<file path="config.mk">
export PLATFORM = sky130hd
export DESIGN_NAME = bank_cs_decoder
export DESIGN_NICKNAME = d
export VERILOG_FILES = /design/src/rtl/bcd_pkg.sv /design/src/rtl/bcd_size_reg.sv /design/src/rtl/bcd_sdram_split.sv /design/src/rtl/bcd_region_decode.sv /design/src/rtl/bank_cs_decoder.sv
export SDC_FILE = /design/constraint.sdc
export NUM_CORES = 1
export LEC_CHECK = 0
export ABC_AREA = 1
export BUFFER_PORTS_ARGS = -buffer_cell sky130_fd_sc_hd__buf_2
export CORE_MARGIN = 10
export CORE_UTILIZATION = 32
export CTS_CLUSTER_DIAMETER = 30
export DETAILED_ROUTE_END_ITERATION = 10
export PLACE_DENSITY = 0.78
export SLEW_MARGIN = 15
export SYNTH_ARGS = -nofsm -noshare
export SYNTH_HDL_FRONTEND = slang
export SYNTH_SLANG_ARGS = --single-unit
</file>
<file path="constraint.sdc">
create_clock -name clk -period 2 [get_ports clk]
set_input_delay 0.2 -clock clk [delete_from_list [all_inputs] [get_ports clk]]
set_output_delay 0.2 -clock clk [all_outputs]
set_load 0.01 [all_outputs]
</file>
<file path="src/rtl/bcd_pkg.sv">
package bcd_pkg;

   typedef enum logic [1:0] {
      BOOT_NAND   = 2'b00,
      BOOT_ROM16  = 2'b01,
      BOOT_ROM32  = 2'b10,
      BOOT_SPARE  = 2'b11
   } boot_mode_e;

   localparam int unsigned LG_W = 5;

   // log2 of the per-bank byte count for a size code; code 0 is the full bank
   function automatic logic [LG_W-1:0] size_log2(input logic [2:0] code,
                                                 input logic [LG_W-1:0] full_lg);
      logic [LG_W-1:0] r;
      case (code)
         3'd0:    r = full_lg;
         3'd7:    r = LG_W'(21);
         default: r = LG_W'(20) + LG_W'(code);
      endcase
      return r;
   endfunction

endpackage

</file>
<file path="src/rtl/bcd_size_reg.sv">
module bcd_size_reg #(
   parameter int unsigned          ADDR_W   = 32,
   parameter int unsigned          DATA_W   = 32,
   parameter int unsigned          CODE_W   = 3,
   parameter logic [ADDR_W-1:0]    REG_ADDR = 32'h4800_0028,
   parameter logic [CODE_W-1:0]    RST_CODE = 3'b010
) (
   input  logic              clk,
   input  logic              rst_n,
   input  logic              cfg_we,
   input  logic [ADDR_W-1:0] cfg_addr,
   input  logic [DATA_W-1:0] cfg_wdata,
   output logic [DATA_W-1:0] cfg_rdata,
   output logic [CODE_W-1:0] size_code
);

   if (CODE_W >= DATA_W) begin : g_bad_width
      $error("bcd_size_reg: CODE_W must be narrower than DATA_W");
   end

   logic reg_hit;
   logic unused_wdata;

   assign reg_hit      = (cfg_addr == REG_ADDR);
   assign unused_wdata = ^cfg_wdata[DATA_W-1:CODE_W];

   always_ff @(posedge clk or negedge rst_n) begin
      if (!rst_n)                size_code <= RST_CODE;
      else if (cfg_we && reg_hit) size_code <= cfg_wdata[CODE_W-1:0];
   end

   assign cfg_rdata = reg_hit ? {{(DATA_W-CODE_W){1'b0}}, size_code} : '0;

   // an addressed write lands on the next edge
   a_r7_write_lands: assert property (@(posedge clk) disable iff (!rst_n)
      (cfg_we && reg_hit) |=> (size_code == $past(cfg_wdata[CODE_W-1:0])));

   // anything else leaves the code alone
   a_r7_other_ignored: assert property (@(posedge clk) disable iff (!rst_n)
      !(cfg_we && reg_hit) |=> $stable(size_code));

endmodule

</file>
<file path="src/rtl/bcd_sdram_split.sv">
module bcd_sdram_split
   import bcd_pkg::*;
#(
   parameter int unsigned BANK_BITS = 27,
   parameter int unsigned CODE_W    = 3,
   localparam int unsigned WIN_BITS = BANK_BITS + 1
) (
   input  logic                clk,
   input  logic                rst_n,
   input  logic                win_hit,
   input  logic [WIN_BITS-1:0] offset,
   input  logic [CODE_W-1:0]   size_code,
   output logic                lo_hit,
   output logic                hi_hit
);

   if (CODE_W != 3) begin : g_bad_code
      $error("bcd_sdram_split: size code table expects CODE_W of 3");
   end
   if (BANK_BITS < 22) begin : g_bad_bank
      $error("bcd_sdram_split: bank must be at least 4 MB");
   end

   localparam logic [WIN_BITS:0] ONE = {{WIN_BITS{1'b0}}, 1'b1};

   logic [LG_W-1:0]   lg;
   logic [WIN_BITS:0] lim_lo;
   logic [WIN_BITS:0] lim_hi;
   logic [WIN_BITS:0] off_ext;

   always_comb begin
      lg      = size_log2(size_code, LG_W'(BANK_BITS));
      lim_lo  = ONE << lg;
      lim_hi  = lim_lo << 1;
      off_ext = {1'b0, offset};
      lo_hit  = win_hit && (off_ext < lim_lo);
      hi_hit  = win_hit && !(off_ext < lim_lo) && (off_ext < lim_hi);
   end

   // the two halves never claim the same address
   a_r6_halves_apart: assert property (@(posedge clk) disable iff (!rst_n)
      !(lo_hit && hi_hit));

   // outside the window neither half responds
   a_r6_window_only: assert property (@(posedge clk) disable iff (!rst_n)
      !win_hit |-> !(lo_hit || hi_hit));

endmodule

</file>
<file path="src/rtl/bcd_region_decode.sv">
module bcd_region_decode #(
   parameter int unsigned       ADDR_W      = 32,
   parameter int unsigned       NUM_BANKS   = 8,
   parameter int unsigned       BANK_BITS   = 27,
   parameter int unsigned       BOOT_BITS   = 12,
   parameter logic [ADDR_W-1:0] BOOT_HI_BASE = 32'h4000_0000,
   localparam int unsigned      IDX_W       = $clog2(NUM_BANKS),
   localparam int unsigned      TOP_LSB     = BANK_BITS + IDX_W
) (
   input  logic [ADDR_W-1:0]    addr,
   output logic [NUM_BANKS-1:0] region_hit,
   output logic                 boot_low,
   output logic                 boot_high
);

   if (TOP_LSB >= ADDR_W) begin : g_bad_map
      $error("bcd_region_decode: bank map exceeds address width");
   end
   if (BOOT_BITS >= BANK_BITS) begin : g_bad_boot
      $error("bcd_region_decode: boot SRAM must be smaller than a bank");
   end

   localparam logic [ADDR_W-BOOT_BITS-1:0] HI_TAG = BOOT_HI_BASE[ADDR_W-1:BOOT_BITS];

   logic in_low_map;
   logic [IDX_W-1:0] idx;

   assign in_low_map = (addr[ADDR_W-1:TOP_LSB] == '0);
   assign idx        = addr[TOP_LSB-1:BANK_BITS];

   for (genvar b = 0; b < NUM_BANKS; b++) begin : g_region
      assign region_hit[b] = in_low_map && (idx == IDX_W'(b));
   end

   assign boot_low  = (addr[ADDR_W-1:BOOT_BITS] == '0);
   assign boot_high = (addr[ADDR_W-1:BOOT_BITS] == HI_TAG);

endmodule

</file>
<file path="src/rtl/bank_cs_decoder.sv">
module bank_cs_decoder
   import bcd_pkg::*;
#(
   parameter int unsigned       ADDR_W       = 32,
   parameter int unsigned       DATA_W       = 32,
   parameter int unsigned       NUM_BANKS    = 8,
   parameter int unsigned       BANK_BITS    = 27,
   parameter int unsigned       BOOT_BITS    = 12,
   parameter int unsigned       SDRAM_BANK   = 6,
   parameter int unsigned       CODE_W       = 3,
   parameter logic [ADDR_W-1:0] BOOT_HI_BASE = 32'h4000_0000,
   parameter logic [ADDR_W-1:0] SIZE_REG_ADDR = 32'h4800_0028,
   parameter logic [CODE_W-1:0] SIZE_RST     = 3'b010,
   localparam int unsigned      WIN_BITS     = BANK_BITS + 1
) (
   input  logic                 clk,
   input  logic                 rst_n,
   input  logic [1:0]           boot_mode,
   input  logic                 addr_valid,
   input  logic [ADDR_W-1:0]    addr,
   input  logic                 cfg_we,
   input  logic [ADDR_W-1:0]    cfg_addr,
   input  logic [DATA_W-1:0]    cfg_wdata,
   output logic [DATA_W-1:0]    cfg_rdata,
   output logic [NUM_BANKS-1:0] bank_cs_n,
   output logic                 bootram_sel,
   output logic                 miss
);

   if ((NUM_BANKS & (NUM_BANKS - 1)) != 0) begin : g_bad_banks
      $error("bank_cs_decoder: NUM_BANKS must be a power of two");
   end
   if ((SDRAM_BANK % 2) != 0 || SDRAM_BANK + 2 > NUM_BANKS) begin : g_bad_sdram
      $error("bank_cs_decoder: SDRAM pair must be aligned and inside the map");
   end

   logic [CODE_W-1:0]    size_code;
   logic [NUM_BANKS-1:0] region_hit;
   logic                 boot_low, boot_high;
   logic                 nand_boot;
   logic                 win_hit, lo_hit, hi_hit;
   logic [NUM_BANKS-1:0] cs;
   logic                 boot_hit;

   bcd_size_reg #(
      .ADDR_W(ADDR_W), .DATA_W(DATA_W), .CODE_W(CODE_W),
      .REG_ADDR(SIZE_REG_ADDR), .RST_CODE(SIZE_RST)
   ) u_size (
      .clk(clk), .rst_n(rst_n), .cfg_we(cfg_we), .cfg_addr(cfg_addr),
      .cfg_wdata(cfg_wdata), .cfg_rdata(cfg_rdata), .size_code(size_code)
   );

   bcd_region_decode #(
      .ADDR_W(ADDR_W), .NUM_BANKS(NUM_BANKS), .BANK_BITS(BANK_BITS),
      .BOOT_BITS(BOOT_BITS), .BOOT_HI_BASE(BOOT_HI_BASE)
   ) u_region (
      .addr(addr), .region_hit(region_hit),
      .boot_low(boot_low), .boot_high(boot_high)
   );

   assign win_hit = addr_valid && (region_hit[SDRAM_BANK] || region_hit[SDRAM_BANK+1]);

   bcd_sdram_split #(
      .BANK_BITS(BANK_BITS), .CODE_W(CODE_W)
   ) u_split (
      .clk(clk), .rst_n(rst_n), .win_hit(win_hit),
      .offset(addr[WIN_BITS-1:0]), .size_code(size_code),
      .lo_hit(lo_hit), .hi_hit(hi_hit)
   );

   assign nand_boot = (boot_mode_e'(boot_mode) == BOOT_NAND);
   assign boot_hit  = addr_valid && (nand_boot ? boot_low : boot_high);

   for (genvar b = 0; b < NUM_BANKS; b++) begin : g_cs
      if (b == 0) begin : g_boot_bank
         assign cs[b] = addr_valid && region_hit[b] && !nand_boot;
      end else if (b == SDRAM_BANK) begin : g_sdram_lo
         assign cs[b] = lo_hit;
      end else if (b == SDRAM_BANK + 1) begin : g_sdram_hi
         assign cs[b] = hi_hit;
      end else begin : g_static
         assign cs[b] = addr_valid && region_hit[b];
      end
   end

   assign bank_cs_n   = ~cs;
   assign bootram_sel = boot_hit;
   assign miss        = addr_valid && !(|cs) && !boot_hit;

   // one target at most
   a_r2_single_target: assert property (@(posedge clk) disable iff (!rst_n)
      $onehot0({~bank_cs_n, bootram_sel}));

   // nothing moves without a valid address
   a_r2_idle_quiet: assert property (@(posedge clk) disable iff (!rst_n)
      !addr_valid |-> (&bank_cs_n && !bootram_sel && !miss));

   // bank 0 is never reached in NAND boot
   a_r3_bank0_blocked: assert property (@(posedge clk) disable iff (!rst_n)
      (boot_mode == 2'b00) |-> bank_cs_n[0]);

   // high boot window answers in the other modes
   a_r4_boot_high: assert property (@(posedge clk) disable iff (!rst_n)
      (addr_valid && boot_mode != 2'b00 && addr[ADDR_W-1:BOOT_BITS] == BOOT_HI_BASE[ADDR_W-1:BOOT_BITS])
      |-> bootram_sel);

   // a miss excludes every select
   a_r9_miss_alone: assert property (@(posedge clk) disable iff (!rst_n)
      miss |-> (&bank_cs_n && !bootram_sel));

endmodule

</file>
After elaboration in Yosys (flattened, before gate mapping) --
Cells that the tools add are included.
Storage, ports and cells: RAM bits 0, logic and storage cells 53, input port bits 102, memories kept 0, memory bits (read-only) 0, output and inout port bits 42, register bits 3, bits in latches 0
Cells by class: reductions and logical operators 34, equality and inequality tests 10, add/subtract/negate cells 1, shift operators 1, mux-type cells 3, multiply operators 0, divide/modulo/power cells 0, bitwise logic cells 1, magnitude comparators 2
Operators with widths (number):
- $lt 28x29->1 | 2
- $eq 32x31->1 const B | 1
- $shl 1x5->29 const A | 1
- $logic_and 1x1->1 | 23
- $eq 20x19->1 const B | 1
- $logic_not 20->1 | 1
- $eq 3x3->1 const B | 5
- $pmux 5 s2 | 1
- $not 8->8 | 1
- $reduce_or 8->1 | 1
- $eq 3x2->1 const B | 2
- $logic_not 3->1 | 2
- $add 5x3->5 const A | 1
- $logic_not 1->1 | 4
- $logic_not 2->1 | 2
- $eq 3x1->1 const B | 1
- $mux 3 | 1
- $logic_or 1x1->1 | 1
- $mux 1 | 1

Logic depth before layout (Yosys ltp) --
depth after elaboration 11, gate-level depth with buffers 15, depth with buffers taken out 14

Cells and area by module --
From an unflattened synthesis, not the netlist that was laid out.
Unflattened totals: cells, all modules 264, area total of the unflattened synthesis 1450.1 µm²
By module, submodules not included:
- bcd_size_reg | instances 1, sequential area each 76.3 µm², area an instance 639.4 µm², cells an instance 116
- bcd_sdram_split | instances 1, sequential area each 0.0 µm², area an instance 529.3 µm², cells an instance 85
- bcd_region_decode | instances 1, sequential area each 0.0 µm², area an instance 147.6 µm², cells an instance 38
- bank_cs_decoder | instances 1, sequential area each 0.0 µm², area an instance 133.9 µm², cells an instance 25

Worst setup path before layout --
OpenSTA, ideal clock, no wires.
kind register to output, from register u_size.size_code[1], to output port miss, data arrival time 1.747 ns, stages on the path, launching flop included 12, slack 0.053 ns, path buffers 1, cells stage by stage dfstp_2 > buf_6 > nand3_1 > ha_1 > nand2_1 > nor2_1 > nand2_1 > nor2_1 > nand2_1 > nand3_1 > nand2_1 > nor2_1
Between the ends: word-level cells in the longest chain between the ends 11
Ends and longest elaborated chain:
- start: declaration | RTL line bcd_size_reg.sv:14 | output logic [CODE_W-1:0] size_code
- start signal: assignment | RTL line bcd_size_reg.sv:29 | else if (cfg_we && reg_hit) size_code <= cfg_wdata[CODE_W-1:0];
- $add 5x3->5 (tied with other cells) | RTL line bcd_pkg.sv:19 | default: r = LG_W'(20) + LG_W'(code);
- $pmux 5 s2 (*) | RTL line bcd_pkg.sv:16 | case (code)
- $shl 1x5->29 (*) | RTL line bcd_sdram_split.sv:33 | lim_lo = ONE << lg;
- $lt 28x29->1 | RTL line bcd_sdram_split.sv:36, bcd_sdram_split.sv:37
- $logic_not 1->1 | RTL line bcd_sdram_split.sv:37 | hi_hit = win_hit && !(off_ext < lim_lo) && (off_ext < lim_hi);
- $logic_and 1x1->1 (2 in a row) | RTL line bcd_sdram_split.sv:37
- $reduce_or 8->1 (*) | RTL line bank_cs_decoder.sv:88 | assign miss = addr_valid && !(|cs) && !boot_hit;
- $logic_not 1->1 (*) | RTL line bank_cs_decoder.sv:88
- $logic_and 1x1->1 (*) (2 in a row) | RTL line bank_cs_decoder.sv:88
- end: declaration | RTL line bank_cs_decoder.sv:27 | output logic miss
Every way passes the cells marked *; elsewhere a longest branch is shown, timed or not.

Worst setup path in the final report --
Same ends and word-level chain as after synthesis.

==> summary.md <==
| Metric | Value |
|---|---|
| Area occupied by multi-input gates | 1090 sq um |
| Vias/cell | roughly 4.2 |
| CTS tree | done |
| Tot Pwr | roughly 0.45 mW |
| CTS H-tree lvls | 1 |
| Synth warn | 0 |
| Clk Latency, worst-skew pair | 0.21 ns |
| Yosys cell types | 22 |
| Reg area | about 78 sq um |
| Unrepaired setup endpoints after global routing | true |
| CP top delay family | simple AND/OR/NAND/NOR gates |
| Core area | between 4000 and 5000 sq um |
| Max FFs per register | 3 |
| #FFs+latches synth | 3 |
| Top reg by flops | u_size.size_code |
| Drt pass-1 iters | 4 |
| Die height | between 80 and 90 um |
| Post-synth top area cell | ha_1 |
| Status | finished with violations |
| Clock Tree Buf Depth | 2 |
| IO Port Bufs | 73 |
| WL per Instance | 10.6 um |
| Area Growth Syn to Fin | 33.8% |
| Initial antenna violation count | 0 |
| Worst path max stage delay | 0.60 ns |
| CTS Sinks | 3 |
| DP Wirelength | ~3700 um |
| N_diodes | 0 |
| Clk root buf | clkbuf_8 |
| Final worst-path setup slack | -0.320 ns |
| GRT Total Usage | between 10% and 20% |
| Largest cells by area after synthesis | ha_1 (20%), nand2_1 (18%), buf_4 (16%) |
| TNS Setup | -0.754 ns |
| Cell mode on critical path | nand2_1 |
| Final RePlAce weighted congestion | just under 0.9 |
| First-pass GRT wire length | roughly 6300 um |
| Max-cap check violation count | 0 |
| Post-Syn Instances | roughly 240 |
| Row cnt | 23 |
| CP max-delay cell | dfstp_2 |
| Final setup viols | 3 |
| Routed Antenna Nets | 0 |
| Design Area, Final | roughly 1800 sq um |
| Routed WL | 4020 um |
| Register area share after synthesis | 5.59% |
| Number of synthesized flops with an enable pin | 0 |
| Worst EP required | about 1.8 ns |
| Fmax | around 0.43 GHz |
| Regs by FF count | u_size.size_code x3 |
| Largest net degree at the start of global routing | 8 |
| Num ports | roughly 140 |
| Synth top area share | 20.2% |
| Drt initial violations | 47 |
| DIE WIDTH | 85.3 um |
| Crit Path Category | reg2out |
| # fillers | approximately 440 |
| DR vias | roughly 1600 |
| Crit-path max FO | 7 |
| Worst-path clk slew | 0.03 ns |
| Ys async rst share | 100% |
| Violated checks | setup timing |
| Gr ovfl total | 0 |
| DRC Markers | 0 |
| Initial Util | 33.6% |
| Pre-CTS setup slack | -0.150 ns |
| WHS | roughly 0.21 ns |
| Area after DPL | 1740 sq um |
| NumNets Final | 454 |
| Final Hold Vio Count | 0 |
| Layout Skew | 0 ns |
| Top cells by count, synth | nand2_1 (67), nor2_1 (38), inv_1 (32), buf_4 (29), ha_1 (22) |
| Fin util | between 40% and 50% |
| Arrival time at the worst endpoint | roughly 2.1 ns |
| CP startpoint kind | register |
| Crit-path cells | nor2_4 -> nor2_1 -> o211ai_1 -> ha_1 -> nand2_1 -> nand2_1 -> nand2_1 -> nand2_1 -> nand2_1 -> nand2_1 -> inv_1 -> nand3_2 -> nor2_2 -> nor2_1 -> buf_2 |
| Placed Instances | roughly 370 |
| Hold Path Class | in2reg |
| P_leak | approximately 1.1 nW |
| Synthesized area per cell | roughly 5.7 sq um |
| Non-Filler Instances | 379 |
| Cell Pwr Density | ~240 nW/um^2 |
| Final cycle utilization of the critical path | 116% |
| Cell Area, Synth | 1370 sq um |
| Main synth FF type | dfrtp_1 |
| Share of layout cells above drive strength 1 | just under 30% |
| Bufs and invs on worst path | 2 |
| Vias in the first global route | roughly 1600 |
| CTS Buf Count | 3 |
| Max-slew violations | 0 |
| CP endpoint kind | output port |
| Maximum vdd ir drop | ~270 uV |
| Most frequent cell after synthesis | nand2_1 |
| Tmin final | ~2.3 ns |
| DIE AREA | around 7300 sq um |
==> layer usage <==
metal  wire length (um)  part of all wire [%]  global-route usage, %
met4                  0                     0                   1.80
met3                521                    13                   5.26
met2               1850                    46                   17.4
met5                  0                     0                      0
met1               1640                    41                   10.6
==> area by class of cell <==
class	count	area share, %
clock buffer	4	2.47
multi-input combinational	209	59.7
timing repair buffer	80	23.4
tap	50	3.42
inverter	33	6.78
sequential	3	4.25
==> worst min-delay path, delay by kind of cell <==
| kind | cells | cell delay (ns) |
|---|---|---|
| buf+inv | 1 | 0.10 |
| simple gates | 2 | 0.12 |
==> where the power goes <==
group,switching (mW),internal [mW]
combinational,0.120,0.0903
clock,0.0389,0.136
sequential,0.00000000119,0.0612
total,0.158,0.287
==> what timing repair did <==
item | CTS | global route
hold buffers | 1 | 0
resized for setup | 0 | 7
setup buffers | 1 | 0
endpoints found under the hold margin | 3 | 0
setup endpoints to repair | 3 | 3
cloned | 0 | 0
pin swaps | 1 | 2
==> logic make-up after synthesis <==
| logic type | count (synthesis) | synth area share, % |
|---|---|---|
| adder cells (fa/ha/maj) | 22 | 20.2 |
| flip-flops | 3 | 5.59 |
| AND/OR/NAND/NOR | 141 | 44.5 |
| other | 2 | 0.550 |
| AO/OA/AOI/OAI | 8 | 3.30 |
| buffers and inverters | 63 | 25.8 |
==> path summary, 6_finish.rpt <==
path                       slack (ns)           startpoint                  end  depth (start not counted)
setup / recovery                -0.32  u_size.size_code[1]                 miss                         15
hold / removal                   0.21         cfg_wdata[1]  u_size.size_code[1]                          3
setup reg to reg                 1.11  u_size.size_code[1]  u_size.size_code[1]                          3
hold reg to reg                  0.55  u_size.size_code[0]  u_size.size_code[0]                          2
max in group asynchronous        1.47                rst_n  u_size.size_code[1]                          2
min in group asynchronous        0.33                rst_n  u_size.size_code[0]                          2
==> cells in the final DEF (no fill, tap or decap), drive strengths merged <==
| cell | Yosys | final |
|---|---|---|
| a21oi | 5 | 5 |
| buf | 30 | 79 |
| clkbuf | 0 | 4 |
| conb | 2 | 38 |
| dfrtp | 2 | 2 |
| dfstp | 1 | 1 |
| dlygate4sd3 | 0 | 1 |
| ha | 22 | 22 |
| inv | 33 | 33 |
| nand2 | 70 | 70 |
| nand3 | 20 | 20 |
| nand3b | 2 | 2 |
| nand4 | 1 | 1 |
| nor2 | 41 | 41 |
| nor3 | 3 | 3 |
| nor3b | 4 | 4 |
| o211ai | 2 | 2 |
| o21ai | 1 | 1 |
Note: power is estimated with default switching activity, not from simulation.
